<file path="src/rtl/gpx_pkg.sv">
package gpx_pkg;
  localparam int OFF_DOUT  = 'h00;
  localparam int OFF_DIN   = 'h04;
  localparam int OFF_DIR   = 'h08;
  localparam int OFF_BYP   = 'h0C;
  localparam int OFF_SET   = 'h10;
  localparam int OFF_CLR   = 'h14;
  localparam int OFF_PEN   = 'h18;
  localparam int OFF_PTYP  = 'h1C;
  localparam int OFF_IEN   = 'h20;
  localparam int OFF_RAW   = 'h24;
  localparam int OFF_MSKD  = 'h28;
  localparam int OFF_IMASK = 'h2C;
  localparam int OFF_ICLR  = 'h30;
  localparam int OFF_TRIG  = 'h34;
  localparam int OFF_BOTH  = 'h38;
  localparam int OFF_POL   = 'h3C;
  localparam int BUS_W     = 32;
endpackage

</file>
<file path="src/rtl/gpx_sync.sv">
module gpx_sync #(
  parameter int W = 32
) (
  input  logic         clk,
  input  logic         rst,
  input  logic [W-1:0] async_in,
  output logic [W-1:0] cur,
  output logic [W-1:0] prev
);
  logic [W-1:0] meta_q;
  logic [W-1:0] cur_q;
  logic [W-1:0] prev_q;

  always_ff @(posedge clk) begin
    if (rst) begin
      meta_q <= '0;
      cur_q  <= '0;
      prev_q <= '0;
    end else begin
      meta_q <= async_in;
      cur_q  <= meta_q;
      prev_q <= cur_q;
    end
  end

  assign cur  = cur_q;
  assign prev = prev_q;
endmodule

</file>
<file path="src/rtl/gpx_detect.sv">
module gpx_detect #(
  parameter int W = 32
) (
  input  logic         clk,
  input  logic         rst,
  input  logic [W-1:0] cur,
  input  logic [W-1:0] prev,
  input  logic [W-1:0] en,
  input  logic [W-1:0] lvl_mode,
  input  logic [W-1:0] both,
  input  logic [W-1:0] pol,
  input  logic [W-1:0] ack,
  output logic [W-1:0] raw
);
  for (genvar i = 0; i < W; i++) begin : g_pin
    logic rise, fall, hit, st_q;
    assign rise = cur[i] & ~prev[i];
    assign fall = ~cur[i] & prev[i];
    assign hit  = both[i] ? (rise | fall) : (pol[i] ? fall : rise);

    always_ff @(posedge clk) begin
      if (rst)
        st_q <= 1'b0;
      else if (lvl_mode[i])
        st_q <= en[i] & (cur[i] ^ pol[i]);
      else
        st_q <= (st_q & ~ack[i]) | (en[i] & hit);
    end

    assign raw[i] = st_q;
  end
endmodule

</file>
<file path="src/rtl/gpx_regs.sv">
module gpx_regs
  import gpx_pkg::*;
#(
  parameter int W  = 32,
  parameter int AW = 8
) (
  input  logic             clk,
  input  logic             rst,
  input  logic             bus_en,
  input  logic             bus_we,
  input  logic [AW-1:0]    bus_addr,
  input  logic [BUS_W-1:0] bus_wdata,
  output logic [BUS_W-1:0] bus_rdata,
  input  logic [W-1:0]     din,
  input  logic [W-1:0]     raw,
  output logic [W-1:0]     dout,
  output logic [W-1:0]     dir,
  output logic [W-1:0]     ien,
  output logic [W-1:0]     imask,
  output logic [W-1:0]     trig,
  output logic [W-1:0]     both,
  output logic [W-1:0]     pol,
  output logic [W-1:0]     ack
);
  logic [AW-1:0] a_w;
  logic          wr, rd;
  logic [W-1:0]  wd;
  logic [W-1:0]  dout_q, dir_q, byp_q, pen_q, ptyp_q;
  logic [W-1:0]  ien_q, imask_q, trig_q, both_q, pol_q;
  logic [W-1:0]  rsel;
  logic [BUS_W-1:0] rext, rdata_q;

  assign a_w = {bus_addr[AW-1:2], 2'b00};
  assign wr  = bus_en & bus_we;
  assign rd  = bus_en & ~bus_we;
  assign wd  = bus_wdata[W-1:0];

  always_ff @(posedge clk) begin
    if (rst) begin
      dout_q  <= '0;
      dir_q   <= '0;
      byp_q   <= '0;
      pen_q   <= '0;
      ptyp_q  <= '0;
      ien_q   <= '0;
      imask_q <= '0;
      trig_q  <= '0;
      both_q  <= '0;
      pol_q   <= '0;
    end else if (wr) begin
      case (a_w)
        AW'(OFF_DOUT):  dout_q  <= wd;
        AW'(OFF_SET):   dout_q  <= dout_q | wd;
        AW'(OFF_CLR):   dout_q  <= dout_q & ~wd;
        AW'(OFF_DIR):   dir_q   <= wd;
        AW'(OFF_BYP):   byp_q   <= wd;
        AW'(OFF_PEN):   pen_q   <= wd;
        AW'(OFF_PTYP):  ptyp_q  <= wd;
        AW'(OFF_IEN):   ien_q   <= wd;
        AW'(OFF_IMASK): imask_q <= wd;
        AW'(OFF_TRIG):  trig_q  <= wd;
        AW'(OFF_BOTH):  both_q  <= wd;
        AW'(OFF_POL):   pol_q   <= wd;
        default: ;
      endcase
    end
  end

  // Acknowledge strobe: live only in the cycle of the write.
  assign ack = (wr && a_w == AW'(OFF_ICLR)) ? wd : '0;

  always_comb begin
    case (a_w)
      AW'(OFF_DOUT):  rsel = dout_q;
      AW'(OFF_DIN):   rsel = din;
      AW'(OFF_DIR):   rsel = dir_q;
      AW'(OFF_BYP):   rsel = byp_q;
      AW'(OFF_PEN):   rsel = pen_q;
      AW'(OFF_PTYP):  rsel = ptyp_q;
      AW'(OFF_IEN):   rsel = ien_q;
      AW'(OFF_RAW):   rsel = raw;
      AW'(OFF_MSKD):  rsel = raw & ~imask_q;
      AW'(OFF_IMASK): rsel = imask_q;
      AW'(OFF_TRIG):  rsel = trig_q;
      AW'(OFF_BOTH):  rsel = both_q;
      AW'(OFF_POL):   rsel = pol_q;
      default:        rsel = '0;
    endcase
    rext = '0;
    rext[W-1:0] = rsel;
  end

  always_ff @(posedge clk) begin
    if (rst)
      rdata_q <= '0;
    else if (rd)
      rdata_q <= rext;
  end

  assign bus_rdata = rdata_q;
  assign dout  = dout_q;
  assign dir   = dir_q;
  assign ien   = ien_q;
  assign imask = imask_q;
  assign trig  = trig_q;
  assign both  = both_q;
  assign pol   = pol_q;
endmodule

</file>
<file path="src/rtl/gpio_irq_port.sv">
module gpio_irq_port
  import gpx_pkg::*;
#(
  parameter int NPINS = 32,
  parameter int AW    = 8
) (
  input  logic             clk,
  input  logic             rst,
  input  logic             bus_en,
  input  logic             bus_we,
  input  logic [AW-1:0]    bus_addr,
  input  logic [BUS_W-1:0] bus_wdata,
  output logic [BUS_W-1:0] bus_rdata,
  input  logic [NPINS-1:0] pin_in,
  output logic [NPINS-1:0] pin_out,
  output logic [NPINS-1:0] pin_oe,
  output logic             irq
);
  logic [NPINS-1:0] cur_s, prev_s, raw_q;
  logic [NPINS-1:0] en_q, mask_q, typ_q, both_q, pol_q, ack_s;
  logic             irq_q;

  gpx_sync #(.W(NPINS)) u_sync (
    .clk(clk), .rst(rst), .async_in(pin_in), .cur(cur_s), .prev(prev_s)
  );

  gpx_regs #(.W(NPINS), .AW(AW)) u_regs (
    .clk(clk), .rst(rst),
    .bus_en(bus_en), .bus_we(bus_we), .bus_addr(bus_addr),
    .bus_wdata(bus_wdata), .bus_rdata(bus_rdata),
    .din(cur_s), .raw(raw_q),
    .dout(pin_out), .dir(pin_oe),
    .ien(en_q), .imask(mask_q), .trig(typ_q), .both(both_q), .pol(pol_q),
    .ack(ack_s)
  );

  gpx_detect #(.W(NPINS)) u_det (
    .clk(clk), .rst(rst), .cur(cur_s), .prev(prev_s),
    .en(en_q), .lvl_mode(typ_q), .both(both_q), .pol(pol_q),
    .ack(ack_s), .raw(raw_q)
  );

  always_ff @(posedge clk) begin
    if (rst) irq_q <= 1'b0;
    else     irq_q <= |(raw_q & ~mask_q);
  end

  assign irq = irq_q;
endmodule

</file>
<file path="config.mk">
export PLATFORM = sky130hd
export DESIGN_NAME = gpio_irq_port
export DESIGN_NICKNAME = d
export VERILOG_FILES = /design/src/rtl/gpx_pkg.sv /design/src/rtl/gpx_sync.sv /design/src/rtl/gpx_detect.sv /design/src/rtl/gpx_regs.sv /design/src/rtl/gpio_irq_port.sv
export SDC_FILE = /design/constraint.sdc
export NUM_CORES = 1
export LEC_CHECK = 0
export BUFFER_PORTS_ARGS = -buffer_cell sky130_fd_sc_hd__buf_2
export CAP_MARGIN = 0
export CELL_PAD_IN_SITES_DETAIL_PLACEMENT = 0
export CELL_PAD_IN_SITES_GLOBAL_PLACEMENT = 1
export CORE_MARGIN = 2
export CORE_UTILIZATION = 49
export CTS_CLUSTER_SIZE = 10
export DETAILED_ROUTE_END_ITERATION = 8
export PLACE_DENSITY_LB_ADDON = 0.3
export SETUP_SLACK_MARGIN = 0.1
export SLEW_MARGIN = 20
export SYNTH_ARGS = -nofsm -noshare
export SYNTH_HDL_FRONTEND = slang
export SYNTH_SLANG_ARGS = --single-unit
</file>
<file path="constraint.sdc">
create_clock -name clk -period 3.7 [get_ports clk]
set_input_delay 0.185 -clock clk [delete_from_list [all_inputs] [get_ports clk]]
set_output_delay 0.185 -clock clk [all_outputs]
set_load 0.005 [all_outputs]
</file>
==> metrics.yaml <==
critical_path:
  path_cells: "buf_2 > or4_1 > nor2_4 > buf_4 > a22o_1 > a21oi_1 > a32oi_1"
  timing.critical_path.to_type: "flip-flop"
  timing.critical_path.buf_inv: 2
  timing.critical_path.max_delay_family: "simple AND/OR/NAND/NOR gates"
  reg2reg_to: "irq"
  timing.critical_path.slowest_stage_cell: "or4_1"
  cp.depth: 7
  cp.arrival_ns: 2.99
  rrSetupSlack_ns: 1.28
  worstPathMaxFanout: 20
  worst_setup_path_start_kind: "primary input"
  crit_required_ns: 4.22
  max_stage_delay_ns: 1.03
  timing.rr.start: "u_det.g_pin[29].st_q"
  reg2reg_depth: 5
  criticalPathCategory: "in2reg"
placement:
  placed_cells: 3341
  buffer_ports.inserted: 170
  gp_congestion: 0.8840
  dp.final_hpwl_um: 51690
  placedInstanceArea_um2: 23240
clock_network:
  numClockSinks: 481
  postCtsResizedCells: 0
  cts_buffer_depth: 3
  clkSlewWorstSetupHoldPaths_ns: 0.06
  clkLatencyLatePin_ns: 0.61
  cts.htree.levels: 2
  tritoncts: "built"
  ctsRootBufferMaster: "clkbuf_16"
  cts_made_buffers: 54
detailed_routing:
  routed-via-count: 20871
  route.final.wire_length_um: 80980
  route.detailed.drc: 0
  routed_via_density: 5.999
  postRouteAntennaNets: 0
  avgRoutedWirePerCell_um: 23.28
  dr.pass1.iters: 6
  drt_first_iter_violations: 2413
timing:
  fmaxAchievable_mhz: 403.4
  maxSlewHeadroom: 0.2516
  layout_worst_path_cycle_share: 0.6701
  timing_worst_slew_pin_value_ns: 1.123
  timing.final.hold_violations: 0
  clock_skew_ns: 0.01026
  final_max_slew_viol_count: 0
  rsz0062_at_grt: "no"
  finalSetupTns_ns: 0
  finalWorstPathRequiredPeriod_ns: 2.479
  setup_viol_count_final: 0
grt:
  gr-total-overflow: 0
  grtUsageTotal: 0.3407
  antenna_found_initial: 3
  grt_pass1_vias: 19899
  grt_pass1_wl_um: 120300
  grt_start_max_net_pins: 169
power:
  switching_share: 0.2356
  vdd_drop_max_mv: 0.3073
  combinationalPowerShare: 0.056
  internal_power_consumption_uw: 8137
  power.static_leakage_uw: 0.009126
  total_switching_power_uw: 2507
  power.density_cell_area_nw_per_um2: 419.2
  seq_power_share: 0.495
  clock_power_share: 0.449
worst_hold_path:
  hold_start: "bus_addr[6]"
  type_of_the_most_critical_hold_path: "in2reg"
  whs_endpoint: "u_regs.bus_rdata[27]"
  hold-path-cell-count: 4
synth:
  ys_ff_latch: 481
  yosysSeqAreaShare: 0.4418
  number_of_flops_mapped_to_enable_cells_by_yosys: 0
  synth_ff_type: "dfxtp_1"
  synthesis.instances: 2692
  ys.warnings.count: 0
  synth_nets: 2832
  mappedNetlistArea_um2: 21800
  ys_async_sr_fraction: 0
  syn-mean-instance-area_um2: 8.097
  synth.lib_cells_used.distinct: 64
cells_and_area:
  area_overhead_of_the_layout_relative_to_synthesis_pct: 16.49
  final_cell_area_um2: 25390
  final_cells: 3479
  post_route_cells_drive_above_1_share: 0.1283
  fin_nets: 3013
die:
  initial_util: 0.4951
  core_region_area_um2: 44030
  std_cell_rows: 77
  die_w_um: 214.9
  die_h_um: 214.9
  die-area_um2: 46190
  io-pin-count: 173
run_status:
  run_status: "complete, no violations"
job:
  drv_cap: 0
[state kept, by name, indices dropped and copies added, names as in the netlist]
name	flops
u_regs.imask	32
u_sync.cur	32
u_det.g_pin.st_q	32
u_regs.pol	32
u_regs.ptyp_q	32
u_regs.dout	32
u_regs.trig	32
u_regs.byp_q	32
u_sync.prev	32
u_regs.ien	32
u_regs.both	32
irq	1
u_regs.pen_q	32
u_sync.meta_q	32
u_regs.bus_rdata	32
u_regs.dir	32
[cell usage after synthesis (all sizes together) (43+ instances only)]
library cell | count | area share
clkbuf | 96 | 0.017
ha | 64 | 0.037
nor2 | 108 | 0.021
a221oi | 61 | 0.025
dfxtp | 481 | 0.44
a21oi | 350 | 0.082
inv | 80 | 0.014
a22oi | 78 | 0.027
nand2 | 746 | 0.13
nor2b | 113 | 0.032
o21ai | 77 | 0.018
mux2i | 48 | 0.022
buf | 109 | 0.028
a22o | 43 | 0.017
[logic make-up (layout without fill, tap and decap cells)]
logic type,Yosys count,count (layout),synth area share
xor+xnor,32,32,0.01286
other cells,0,4,0
simple gates,1041,1041,0.2062
flops,481,481,0.4418
mux,61,61,0.03031
buf+inv,285,476,0.05821
fa+ha+maj,64,64,0.03674
compound gates,728,728,0.2139
[how the worst max path moves through the flow]
stage                          from                  end  slack, ns
2_1_floorplan           bus_addr[4]     u_regs.byp_q[10]       1.91
6_report                bus_addr[5]  u_regs.bus_rdata[4]       1.22
3_5_place_dp            bus_addr[5]        u_regs.dir[1]       0.67
4_1_cts        u_det.g_pin[29].st_q                  irq       1.24
3_3_place_gp            bus_addr[5]       u_regs.dir[31]       0.69
5_1_grt                 bus_addr[5]        u_regs.dir[1]       1.24
[placed cells by master (no fill, tap or decap), types with 6 or more instances in the layout]
master,synthesis,layout
a2111oi_0,6,6
a211oi_1,36,36
a21oi_1,343,342
a21oi_2,7,7
a221oi_1,61,61
a22o_1,43,43
a22oi_1,78,78
a2bb2oi_1,7,7
a32oi_1,22,22
and3_1,8,8
buf_2,90,169
buf_4,5,88
clkbuf_1,96,9
clkbuf_16,0,57
dfxtp_1,481,481
dlygate4sd3_1,0,68
ha_1,64,64
inv_1,80,80
mux2_2,10,10
mux2i_1,48,48
nand2_1,745,745
nand2b_1,8,8
nand3_1,12,12
nor2_1,100,97
nor2_2,3,6
nor2b_1,113,112
nor3_1,13,9
nor3_4,3,6
nor4b_1,6,6
o21ai_0,69,69
o21ai_1,8,8
o2bb2ai_1,7,7
xor2_1,32,32
[what timing repair did]
action	4_1_cts	5_1_grt
buffers inserted	0	0
hold buffers	68	0
hold endpoints to repair	333	0
[worst reg2reg max path: cells and delay by family (launching register included)]
family	cells	cell delay (ns)
and+or+nand+nor	3	0.87
DFF	1	0.32
AOI/OAI and AO/OA	2	0.99
[power by group through the flow]
stage          logic (uW)  clock network (uW)  registers, uW
3_5_place_dp          519                   0           5380
2_1_floorplan         327                   0           5370
5_1_grt               627                5040           5270
3_3_place_gp          512                   0           5380
4_1_cts               577                4820           5270
6_report              593                4780           5270
[metal layers]
| layer | up-vias | part of all wire | global-route usage |
|---|---|---|---|
| met5 | - | 0 | 0 |
| met4 | 0 | 0.048 | 0.1676 |
| met3 | 238 | 0.094 | 0.06426 |
| met2 | 1099 | 0.45 | 0.5451 |
| met1 | 9967 | 0.41 | 0.4418 |
| li1 | 9567 | - | - |
[layout make-up]
cell class / instances / area, um^2
fillers: 4014 / 18640
multi-input cells: 1926 / 10970
flip-flops and latches: 481 / 9629
repair buffers: 330 / 2282
clock buffers: 66 / 1460
well taps: 592 / 740.7
inverters: 80 / 300.3
diodes: 4 / 10.01
[per-stage QoR]
stage	setup slack (ns)	power, uW	hold WS [ns]	util
after floorplan	1.909	5695	0.3132	-
after global placement	0.6937	5892	0.3940	0.5278
after detailed placement	0.6749	5900	0.3966	0.5278
after CTS	1.243	10660	0.1203	0.5765
after global routing	1.237	10940	0.1954	0.5766
final	1.221	10640	0.1791	0.5767
No activity file was read; power rests on OpenSTA's default activity.
